## src/rtl/acc_cpu_pkg.sv

```systemverilog
package acc_cpu_pkg;

  localparam int unsigned OP_W = 4;

  typedef enum logic [OP_W-1:0] {
    OP_LOAD  = 4'd0,  OP_STORE = 4'd1,  OP_CLEAR = 4'd2,  OP_ADD   = 4'd3,
    OP_INC   = 4'd4,  OP_SUB   = 4'd5,  OP_DEC   = 4'd6,  OP_CMP   = 4'd7,
    OP_JMP   = 4'd8,  OP_JGT   = 4'd9,  OP_JEQ   = 4'd10, OP_JLT   = 4'd11,
    OP_JNE   = 4'd12, OP_JGE   = 4'd13, OP_JLE   = 4'd14, OP_HALT  = 4'd15
  } opcode_e;

  typedef enum logic [3:0] {
    S_FETCH, S_FWAIT, S_FLOAD, S_DECODE,
    S_RWAIT, S_RLOAD, S_EXEC, S_WRITE, S_HALT
  } state_e;

  typedef enum logic [2:0] {
    ALU_OPND, ALU_ACC, ALU_ZERO, ALU_ADD, ALU_SUB, ALU_INC, ALU_DEC
  } alu_op_e;

  typedef struct packed {
    logic gt;
    logic eq;
    logic lt;
  } flags_t;

  typedef struct packed {
    logic    rd_mem;
    logic    wr_mem;
    logic    wr_acc;
    logic    set_flags;
    logic    jump;
    logic    halt;
    alu_op_e alu_op;
  } ctl_t;

endpackage

```

## src/rtl/acc_cpu_decode.sv

```systemverilog
module acc_cpu_decode
  import acc_cpu_pkg::*;
(
  input  opcode_e op_i,
  output ctl_t    ctl_o
);

  always_comb begin
    ctl_o        = '0;
    ctl_o.alu_op = ALU_OPND;
    case (op_i)
      OP_LOAD:  begin ctl_o.rd_mem = 1'b1; ctl_o.wr_acc = 1'b1; ctl_o.alu_op = ALU_OPND; end
      OP_STORE: begin ctl_o.wr_mem = 1'b1; ctl_o.alu_op = ALU_ACC; end
      OP_CLEAR: begin ctl_o.wr_mem = 1'b1; ctl_o.alu_op = ALU_ZERO; end
      OP_ADD:   begin ctl_o.rd_mem = 1'b1; ctl_o.wr_acc = 1'b1; ctl_o.alu_op = ALU_ADD; end
      OP_SUB:   begin ctl_o.rd_mem = 1'b1; ctl_o.wr_acc = 1'b1; ctl_o.alu_op = ALU_SUB; end
      OP_INC:   begin ctl_o.rd_mem = 1'b1; ctl_o.wr_mem = 1'b1; ctl_o.alu_op = ALU_INC; end
      OP_DEC:   begin ctl_o.rd_mem = 1'b1; ctl_o.wr_mem = 1'b1; ctl_o.alu_op = ALU_DEC; end
      OP_CMP:   begin ctl_o.rd_mem = 1'b1; ctl_o.set_flags = 1'b1; end
      OP_JMP, OP_JGT, OP_JEQ, OP_JLT, OP_JNE, OP_JGE, OP_JLE:
                ctl_o.jump = 1'b1;
      OP_HALT:  ctl_o.halt = 1'b1;
      default:  ctl_o.halt = 1'b1;
    endcase
  end

endmodule

```

## src/rtl/acc_cpu_alu.sv

```systemverilog
module acc_cpu_alu
  import acc_cpu_pkg::*;
#(
  parameter int unsigned DATA_W = 16
) (
  input  alu_op_e           op_i,
  input  logic [DATA_W-1:0] acc_i,
  input  logic [DATA_W-1:0] opnd_i,
  output logic [DATA_W-1:0] res_o,
  output flags_t            flags_o
);

  localparam logic [DATA_W-1:0] ONE = DATA_W'(1);

  always_comb begin
    case (op_i)
      ALU_OPND: res_o = opnd_i;
      ALU_ACC:  res_o = acc_i;
      ALU_ZERO: res_o = '0;
      ALU_ADD:  res_o = acc_i + opnd_i;
      ALU_SUB:  res_o = acc_i - opnd_i;
      ALU_INC:  res_o = opnd_i + ONE;
      ALU_DEC:  res_o = opnd_i - ONE;
      default:  res_o = '0;
    endcase
  end

  // operand in memory is compared against the accumulator, unsigned
  assign flags_o.gt = opnd_i >  acc_i;
  assign flags_o.eq = opnd_i == acc_i;
  assign flags_o.lt = opnd_i <  acc_i;

endmodule

```

## src/rtl/acc_cpu_branch.sv

```systemverilog
module acc_cpu_branch
  import acc_cpu_pkg::*;
(
  input  opcode_e op_i,
  input  flags_t  flags_i,
  output logic    take_o
);

  always_comb begin
    case (op_i)
      OP_JMP:  take_o = 1'b1;
      OP_JGT:  take_o = flags_i.gt;
      OP_JEQ:  take_o = flags_i.eq;
      OP_JLT:  take_o = flags_i.lt;
      OP_JNE:  take_o = ~flags_i.eq;
      OP_JGE:  take_o = flags_i.gt | flags_i.eq;
      OP_JLE:  take_o = flags_i.lt | flags_i.eq;
      default: take_o = 1'b0;
    endcase
  end

endmodule

```

## src/rtl/acc_cpu_core.sv

```systemverilog
module acc_cpu_core
  import acc_cpu_pkg::*;
#(
  parameter int unsigned ADDR_W = 12,
  parameter int unsigned DATA_W = 16
) (
  input  logic              clk_i,
  input  logic              rst_ni,
  output logic [ADDR_W-1:0] mem_addr_o,
  output logic              mem_we_o,
  output logic [DATA_W-1:0] mem_wdata_o,
  input  logic [DATA_W-1:0] mem_rdata_i,
  output logic              halted_o
);

  localparam int unsigned OPC_LSB = DATA_W - OP_W;

  state_e            state_q;
  logic [ADDR_W-1:0] pc_q;
  logic [ADDR_W-1:0] mar_q;
  logic [DATA_W-1:0] ir_q;
  logic [DATA_W-1:0] mdr_q;
  logic [DATA_W-1:0] acc_q;
  flags_t            flags_q;

  opcode_e           opcode;
  logic [ADDR_W-1:0] addr_field;
  ctl_t              ctl;
  logic [DATA_W-1:0] alu_res;
  flags_t            flags_nxt;
  logic              take;

  assign opcode     = opcode_e'(ir_q[DATA_W-1:OPC_LSB]);
  assign addr_field = ir_q[ADDR_W-1:0];

  acc_cpu_decode u_decode (
    .op_i  (opcode),
    .ctl_o (ctl)
  );

  acc_cpu_alu #(.DATA_W(DATA_W)) u_alu (
    .op_i    (ctl.alu_op),
    .acc_i   (acc_q),
    .opnd_i  (mdr_q),
    .res_o   (alu_res),
    .flags_o (flags_nxt)
  );

  acc_cpu_branch u_branch (
    .op_i    (opcode),
    .flags_i (flags_q),
    .take_o  (take)
  );

  always_ff @(posedge clk_i or negedge rst_ni) begin
    if (!rst_ni) begin
      state_q <= S_FETCH;
      pc_q    <= '0;
      mar_q   <= '0;
      ir_q    <= '0;
      mdr_q   <= '0;
      acc_q   <= '0;
      flags_q <= '0;
    end else begin
      case (state_q)
        S_FETCH: begin
          mar_q   <= pc_q;
          state_q <= S_FWAIT;
        end
        S_FWAIT: state_q <= S_FLOAD;
        S_FLOAD: begin
          mdr_q   <= mem_rdata_i;
          ir_q    <= mem_rdata_i;
          pc_q    <= pc_q + ADDR_W'(1);
          state_q <= S_DECODE;
        end
        S_DECODE: begin
          mar_q <= addr_field;
          if (ctl.halt) begin
            state_q <= S_HALT;
          end else if (ctl.jump) begin
            if (take) pc_q <= addr_field;
            state_q <= S_FETCH;
          end else if (ctl.rd_mem) begin
            state_q <= S_RWAIT;
          end else begin
            // store / clear: result goes straight to the data register
            mdr_q   <= alu_res;
            state_q <= S_WRITE;
          end
        end
        S_RWAIT: state_q <= S_RLOAD;
        S_RLOAD: begin
          mdr_q   <= mem_rdata_i;
          state_q <= S_EXEC;
        end
        S_EXEC: begin
          if (ctl.wr_acc)    acc_q   <= alu_res;
          if (ctl.set_flags) flags_q <= flags_nxt;
          if (ctl.wr_mem) begin
            mdr_q   <= alu_res;
            state_q <= S_WRITE;
          end else begin
            state_q <= S_FETCH;
          end
        end
        S_WRITE: state_q <= S_FETCH;
        S_HALT:  state_q <= S_HALT;
        default: state_q <= S_HALT;
      endcase
    end
  end

  assign mem_addr_o  = mar_q;
  assign mem_we_o    = (state_q == S_WRITE);
  assign mem_wdata_o = mdr_q;
  assign halted_o    = (state_q == S_HALT);

endmodule

```

## config.mk

```make
export PLATFORM = sky130hd
export DESIGN_NAME = acc_cpu_core
export DESIGN_NICKNAME = d
export VERILOG_FILES = /design/src/rtl/acc_cpu_pkg.sv /design/src/rtl/acc_cpu_decode.sv /design/src/rtl/acc_cpu_alu.sv /design/src/rtl/acc_cpu_branch.sv /design/src/rtl/acc_cpu_core.sv
export SDC_FILE = /design/constraint.sdc
export NUM_CORES = 1
export LEC_CHECK = 0
export ABC_AREA = 1
export CORE_ASPECT_RATIO = 0.7
export CORE_MARGIN = 4
export CORE_UTILIZATION = 50
export CTS_CLUSTER_DIAMETER = 120
export DETAILED_ROUTE_END_ITERATION = 8
export GPL_TIMING_DRIVEN = 0
export PLACE_DENSITY = 0.69
export SLEW_MARGIN = 25
export SYNTH_ARGS = -nofsm -noshare
export SYNTH_HDL_FRONTEND = slang
export SYNTH_HIERARCHICAL = 1
export SYNTH_SLANG_ARGS = --single-unit
export TNS_END_PERCENT = 5
```

## constraint.sdc

```tcl
create_clock -name clk_i -period 7.4 [get_ports clk_i]
set_input_delay 1.85 -clock clk_i [delete_from_list [all_inputs] [get_ports clk_i]]
set_output_delay 1.85 -clock clk_i [all_outputs]
set_load 0.005 [all_outputs]
```

Word level (Yosys, flattened, before mapping)
Cells that the tools add are included.
{"block": "word_totals", "register_bits": 79, "inputBits": 18, "out_inout_bits": 30, "word_cells": 93}
{"block": "classes", "n_addsub": 5, "n_lt_le_gt_ge": 2, "n_eq_ne": 35, "mux": 24, "bitwise": 3, "n_reduce_logical": 15}
{"op": "one-hot mux 16 bit (6 select lines)", "count": 1}
{"op": "two-way mux 16 bit", "count": 4}
{"op": "one-hot mux 12 bit (2 select lines)", "count": 2}
{"op": "one-hot mux 16 bit (3 select lines)", "count": 1}
{"op": "equality test 4 bit, second input constant", "count": 9}
{"op": "two-way mux 12 bit", "count": 3}
{"op": "equality test 4 x 3 -> 1 bit, second input constant", "count": 8}
{"op": "one-hot mux 4 bit (8 select lines)", "count": 1}
{"op": "one-hot mux 3 bit (6 select lines)", "count": 1}
{"op": "adder 16 x 1 -> 16 bit, second input constant", "count": 1}
{"op": "adder 16 bit", "count": 1}
{"op": "equality test 16 bit", "count": 1}
{"op": "equality test 4 x 2 -> 1 bit, second input constant", "count": 4}
{"op": "> comparator 16 bit", "count": 1}
{"op": "< comparator 16 bit", "count": 1}
{"op": "subtractor 16 x 1 -> 16 bit, second input constant", "count": 1}
{"op": "subtractor 16 bit", "count": 1}
{"op": "adder 12 x 1 -> 12 bit, second input constant", "count": 1}
{"op": "!= test 2 bit, second input constant", "count": 6}
{"op": "equality test 3 bit, second input constant", "count": 3}
{"op": "equality test 4 x 1 -> 1 bit, second input constant", "count": 2}
{"op": "logical NOT 4 bit", "count": 2}
{"op": "one-hot mux 1 bit (7 select lines)", "count": 1}
{"op": "OR reduction 7 bit", "count": 1}
{"op": "other kinds (18)", "count": 27}

Longest topological paths before layout
Gate-level depths: netlist of run 1.
{"block": "depth", "word_depth": 8, "mapped_depth": 25}

Cells and area by module
Netlist of run 1, hierarchy kept.
{"module": "acc_cpu_core", "instances": 1, "cells_per_inst": 475, "area_each_um2": 3867.5, "seq_area_each_um2": 1976.9}
{"module": "acc_cpu_alu", "instances": 1, "cells_per_inst": 479, "area_each_um2": 2580.0, "seq_area_each_um2": 0.0}
{"module": "acc_cpu_decode", "instances": 1, "cells_per_inst": 30, "area_each_um2": 128.9, "seq_area_each_um2": 0.0}
{"module": "acc_cpu_branch", "instances": 1, "cells_per_inst": 21, "area_each_um2": 87.6, "seq_area_each_um2": 0.0}

Worst setup path after synthesis of run 1
Ideal clock, no wire load.
{"block": "synth_timing", "kind": "flip-flop to flip-flop", "startpoint": "reg ir_q[15]", "endpoint": "reg mdr_q[12] (netlist: mem_wdata_o[12])", "setup_ns": 0.117, "arrival_ns": 2.971, "setup_slack_ns": 4.312, "stages_incl_launch_ff": 25, "path_buffers": 1, "synth_period_minus_slack_ns": 3.088, "cell_sequence": "dfrtp_1 > inv_1 > nand2_1 > nor2_1 > inv_2 > a21oi_2 > nand2_2 > buf_2 > nand2_1 > ha_1 > inv_1 > fa_1 > nand2_1 > nand2_1 > nand2_1 > nand2_1 > nand3_1 > nand3_1 > or2_0 > nand3_1 > o211ai_1 > nand3_1 > nand2_1 > nand3_1 > nand2_1"}
{"item": "from (decl)", "line_no": "acc_cpu_core.sv:21", "rtl": "logic [DATA_W-1:0] ir_q;"}
{"item": "from (signal assigned)", "line_no": "acc_cpu_core.sv:73", "rtl": "ir_q <= mem_rdata_i;"}
{"item": "to (signal assigned)", "line_no": "acc_cpu_core.sv:72", "rtl": "mdr_q <= mem_rdata_i;"}
{"item": "to (signal assigned)", "line_no": "acc_cpu_core.sv:88", "rtl": "mdr_q <= alu_res;"}
{"item": "to (signal assigned)", "line_no": "acc_cpu_core.sv:94", "rtl": "mdr_q <= mem_rdata_i;"}
{"item": "to (decl)", "line_no": "acc_cpu_core.sv:22", "rtl": "logic [DATA_W-1:0] mdr_q;"}

==> results of run 1 <==
==> worst max-delay path, stage by stage (launching register included) <==
cell and delay [ns]:
dfrtp_1 0.58, nand2_1 0.17, o21ai_1 0.37, inv_1 0.12
nand3_1 0.28, clkbuf_1 0.47, nand2_1 0.13, ha_1 0.36
a21o_1 0.27, a21oi_1 0.16, nand2_2 0.14, or2_1 0.23
nand3_1 0.08, o2111ai_1 0.22, nand3_1 0.17, nand2_1 0.06
nand3_1 0.07, nand2_1 0.06
==> flip-flops by register name (all words and copies together) (netlist names) <==
name and count:
acc_q 16, flags_q 3, ir_q 16, mem_addr_o 12, mem_wdata_o 16, pc_q 12
state_q 4
==> cell type report <==
type | instances | area [µm²]
buffer | 24 | 138
clock buffer | 11 | 253
clock inverter | 5 | 32.5
fill | 1215 | 5070
inverter | 123 | 462
multi-input combinational | 779 | 4090
sequential | 79 | 1980
tap | 162 | 203
timing repair buffer | 48 | 495
==> logic make-up (layout without fill, tap and decap cells) <==
kind of cell	after synthesis	count (layout)	synth area share, %
compound gates	140	140	12.6
mux	15	15	2.53
flops	79	79	29.7
xor+xnor	1	1	0.131
simple gates	588	588	39.3
buf+inv	147	211	8.99
fa+ha+maj	35	35	6.80
==> worst max path at each step <==
stage	cells past startpoint	end	slack [ns]	startpoint
6_report	17	mem_wdata_o[7]$_DFFE_PN0P_	3.34	ir_q[14]$_DFFE_PN0N_
5_1_grt	18	mem_wdata_o[7]$_DFFE_PN0P_	3.00	ir_q[14]$_DFFE_PN0N_
4_1_cts	17	mem_wdata_o[7]$_DFFE_PN0P_	3.42	ir_q[14]$_DFFE_PN0N_
3_5_place_dp	17	mem_wdata_o[7]$_DFFE_PN0P_	3.45	ir_q[14]$_DFFE_PN0N_
3_3_place_gp	1	acc_q[10]$_DFFE_PN0P_	1.62	rst_ni
2_1_floorplan	24	mem_wdata_o[12]$_DFFE_PN0P_	4.31	ir_q[15]$_DFFE_PN0N_
==> cells in the mapped netlist (3+ instances only) <==
library cell | count | share of area (%)
o221ai_1 | 3 | 0.39
dfrtp_1 | 79 | 30
or2_0 | 3 | 0.28
mux2_1 | 3 | 0.51
a21boi_0 | 6 | 0.68
buf_2 | 11 | 0.83
nor3_1 | 4 | 0.30
clkbuf_1 | 4 | 0.23
inv_1 | 110 | 6.2
a21o_1 | 5 | 0.56
nand4_1 | 7 | 0.66
or2_2 | 5 | 0.47
o22ai_1 | 9 | 0.84
a21oi_2 | 4 | 0.53
nor2_4 | 6 | 1.0
or2_1 | 4 | 0.38
ha_1 | 33 | 6.2
nand2_2 | 11 | 1.0
o21ai_0 | 37 | 2.8
o211ai_1 | 6 | 0.68
nand2_1 | 324 | 18
nand3b_1 | 11 | 1.2
nor2_1 | 75 | 4.2
buf_4 | 5 | 0.56
nand3_1 | 121 | 9.1
nor2_2 | 9 | 0.84
a31oi_1 | 10 | 0.94
o21ai_1 | 11 | 0.83
a21oi_1 | 35 | 2.6
o2111ai_1 | 3 | 0.39
mux2_2 | 12 | 2.0
inv_2 | 12 | 0.68
==> layer usage <==
layer  routed length, µm  GRT usage, %  vias up  part of all wire [%]
li1                    -             -     3418                     -
met1               10600          45.7     3184                    52
met2                7520          34.1      299                    37
met3                2150          6.84        8                    11
met4                  93          3.22        0                  0.46
met5                   0             0        -                     0
==> stage by stage <==
step / worst slack, ns / instance area (µm²) / instances / util (%) / hold slack (ns)
CTS: 3.42 / 7650 / 1231 / 60.1 / 0.478
global route: 3.00 / 7650 / 1231 / 60.1 / 0.516
detailed placement: 3.45 / 7360 / 1215 / 57.9 / 0.463
floorplan: 4.31 / 6660 / 1005 / - / 0.442
finish: 3.34 / 7650 / 1231 / 60.1 / 0.471
global placement: 1.62 / 7340 / 1214 / 57.7 / 0.458
==> results.cfg, run 1 <==
[sta]
slew_headroom_pct = 63.8
rsz0062_at_grt = no
setup_violations = 0
period_needed_ns = 4.06
max_freq_ghz = 0.246
setup_tns_ns = 0
drv_slew = 0
worst_pin_slew_ns = 0.543
clock_skew_ns = 0.00588
finalCritPeriodShare_pct = 54.9
finalHoldViolCount = 0

[routing]
drt_first_pass_iters = 5
drc = 0
initialDrtViolationCount = 802
wl_um = 20300
ant_nets = 0
via_count = 6909
via_per_inst = 5.61
routedWlPerCell_um = 16.5

[run]
drv.max_cap_violation_count = 0

[worst_setup_path]
worstSetupPathType = reg2reg
arrival_ns = 4.29
r2r_cells = 17
endpoint_kind = flop
cp_max_fo = 10
rrSetupSlack_ns = 3.34
r2r-start = ir_q[14]$_DFFE_PN0N_
worstPathRequired_ns = 7.63
r2r_end = mem_wdata_o[7]$_DFFE_PN0P_
cp-start-kind = flop

[cts]
post-cts-setup-buffer-count = 0
cts.sinks = 79
clock_latency_ns = 0.34
htreeDepth = 3
clockRootBuffer = clkbuf_16
clockBufferDepth = 2
cts_tree = built
cts.clk_slew.worst_paths_ns = 0.06
cts_resized = 0
ctsHoldBuffers = 0
cts_inserted_buffers = 9

[layout]
n_antenna_cell = 0
layout_commonest_cell = nand2_1
layout.nets = 1117
area_growth_pct = 14.8
layout_common_cells = nand2_1 (324), nand3_1 (121), inv_1 (110)
drive_above_1_share_pct = 9.82

[die]
io_pins = 48
die_area_um2 = 15300
rows = 34
die_height_um = 105
die_x_um = 146
coreArea_um2 = 12700
initial_core_util_pct = 52.4

[synthesis]
synth_warnings = 6
synth_edf_count = 0
synthFlopType = dfrtp_1
syn_area_um2 = 6660
synth_area_per_cell_um2 = 6.63
async_flop_share_pct = 100
yosysUniqueCellTypes = 51
synth-seq-area-share_pct = 29.7
syn_inst = 1005
syn_nets = 1058
ys_ff_latch = 79

[hold_path]
min-delay-start = flags_q[2]$_DFFE_PN0P_
hold_class = reg2reg
hold_path_end = flags_q[2]$_DFFE_PN0P_
holdPathStages = 2

[global_routing]
grt_overflow = 0
grt_pass1_wl_um = 33000
grt_start_max_net_pins = 46
track_usage_pct = 26.9
first_global_vias = 6079
antenna_found_initial = 0

[placement]
place.gp.congestion = 1.00
dp_hpwl_um = 16600
port_buffers = 47

[status]
outcome = finished, final reports clean
Power of run 1 is left out: the tool's default activity adds up to more than one toggle a clock period on the data nets, which glitch-free logic cannot reach.
==> run 2, diff against run 1 <==
Settings changed: PLACE_DENSITY 0.69 to 0.71.
Clock period 7.4 ns to 3.5 ns, I/O delays scaled along.
==> results.cfg, run 2 (synthesis gave the netlist of run 1 again) <==
[status]
outcome = finished, final reports clean

[cts]
cts.clk_slew.worst_paths_ns = 0.06
htreeDepth = 3
cts_tree = built
cts_inserted_buffers = 9
cts.sinks = 79
clock_latency_ns = 0.34
clockRootBuffer = clkbuf_16
clockBufferDepth = 2

[worst_setup_path]
cp_max_fo = 10
cp-start-kind = flop
worstPathRequired_ns = 3.73
rrSetupSlack_ns = 0.18
r2r-start = ir_q[13]$_DFFE_PN0N_
startpoint = ir_q[13]$_DFFE_PN0N_
arrival_ns = 3.55
worstSetupPathType = reg2reg
r2r_cells = 25
endpoint_kind = flop
r2r_end = mem_wdata_o[12]$_DFFE_PN0P_
setup.worst_path.end = mem_wdata_o[12]$_DFFE_PN0P_

[sta]
drv_slew = 0
slew_headroom_pct = 64.1
finalHoldViolCount = 0
finalCritPeriodShare_pct = 95.0
setup_violations = 0
rsz0062_at_grt = yes
worst_pin_slew_ns = 0.539
clock_skew_ns = 0.00491
period_needed_ns = 3.32
max_freq_ghz = 0.301

[routing]
wl_um = 21100
ant_nets = 0
drt_first_pass_iters = 7
initialDrtViolationCount = 756
via_count = 7033
drc = 0
via_per_inst = 5.65
routedWlPerCell_um = 17.0

[die]
coreArea_um2 = 12700
io_pins = 48
die_height_um = 105
die_area_um2 = 15300
initial_core_util_pct = 52.4
rows = 34
die_x_um = 146

[layout]
area_growth_pct = 19.4
stdcell_area_um2 = 7960
fill_cells = 1173
layout.nets = 1130
layout_common_cells = nand2_1 (317), nand3_1 (118), inv_1 (103)
seq_area_um2 = 1980
n_antenna_cell = 0
layout_commonest_cell = nand2_1
drive_above_1_share_pct = 14.8
multi_input_area_um2 = 4250

[global_routing]
antenna_found_initial = 0
grt_overflow = 0
track_usage_pct = 27.6
grt_start_max_net_pins = 44
grt_pass1_wl_um = 34000
first_global_vias = 6313

[placement]
placed_cell_area_um2 = 7350
dp_hpwl_um = 16600
place.gp.congestion = 0.985
port_buffers = 47

[run]
drv.max_cap_violation_count = 0

[hold_path]
hold_class = reg2reg
[run 2: worst min-delay path by stage]
stage                           start                     end  slack (ns)  cells past startpoint
3_5_place_dp     acc_q[0]$_DFFE_PN0P_    acc_q[0]$_DFFE_PN0P_        0.46                      2
2_1_floorplan    acc_q[0]$_DFFE_PN0P_    acc_q[0]$_DFFE_PN0P_        0.44                      2
6_report       flags_q[2]$_DFFE_PN0P_  flags_q[2]$_DFFE_PN0P_        0.48                      2
5_1_grt        flags_q[2]$_DFFE_PN0P_  flags_q[2]$_DFFE_PN0P_        0.52                      2
4_1_cts          acc_q[0]$_DFFE_PN0P_    acc_q[0]$_DFFE_PN0P_        0.47                      2
3_3_place_gp     acc_q[0]$_DFFE_PN0P_    acc_q[0]$_DFFE_PN0P_        0.46                      2
[run 2: repair_timing]
action                                  in CTS  in global routing
endpoints found under the setup margin      25                 24
hold buffers                                 0                  0
gates resized for setup                     15                 42
pin swaps                                    3                 11
setup buffers                                4                  9
[run 2: final cells by class]
cell class,instances,share of cell area (%)
Buffer,24,1.86
Clock buffer,13,3.27
Clock inverter,3,0.818
Inverter,123,5.80
Multi-Input combinational cell,779,53.4
Sequential cell,79,24.9
Tap cell,162,2.55
Timing Repair Buffer,61,7.36
[run 2: worst max-delay path, cell delays in order, from the launching register on]
cell and delay, ns:
dfrtp_2 0.44, buf_4 0.16, nand2_2 0.08, inv_2 0.07, nor2_4 0.14, inv_2 0.07, a21oi_2 0.15, nand2_4 0.09
buf_6 0.15, nand2_1 0.06, ha_1 0.13, inv_1 0.07, fa_2 0.37, nand2_1 0.10, nand2_1 0.06, nand2_1 0.05
nand2_1 0.10, nand3_1 0.11, nand3_1 0.10, or2_0 0.21, nand3_1 0.09, o211ai_1 0.14, nand3_1 0.12, nand2_1 0.06
nand3_1 0.07, nand2_1 0.06
[run 2: metrics by stage]
stage	std cells	hold slack (ns)	util (%)	TNS [ns]	worst slack, ns
after floorplan	1005	0.442	-	0	0.412
after global placement	1214	0.458	57.7	-104.58	-1.27
after detailed placement	1215	0.460	57.8	-5.39	-0.421
after CTS	1235	0.474	61.0	0	0.000977
after global routing	1244	0.520	62.6	-0.157	-0.0776
final	1244	0.481	62.6	0	0.176
[run 2: per-layer routing]
metal,vias to the layer above,global-route usage (%),share of wire [%]
met5,-,0,0
met4,0,3.69,0.75
met3,20,6.27,10
met2,310,36.7,38
met1,3258,45.6,51
li1,3445,-,-
Power of run 2 is left out for the same reason.
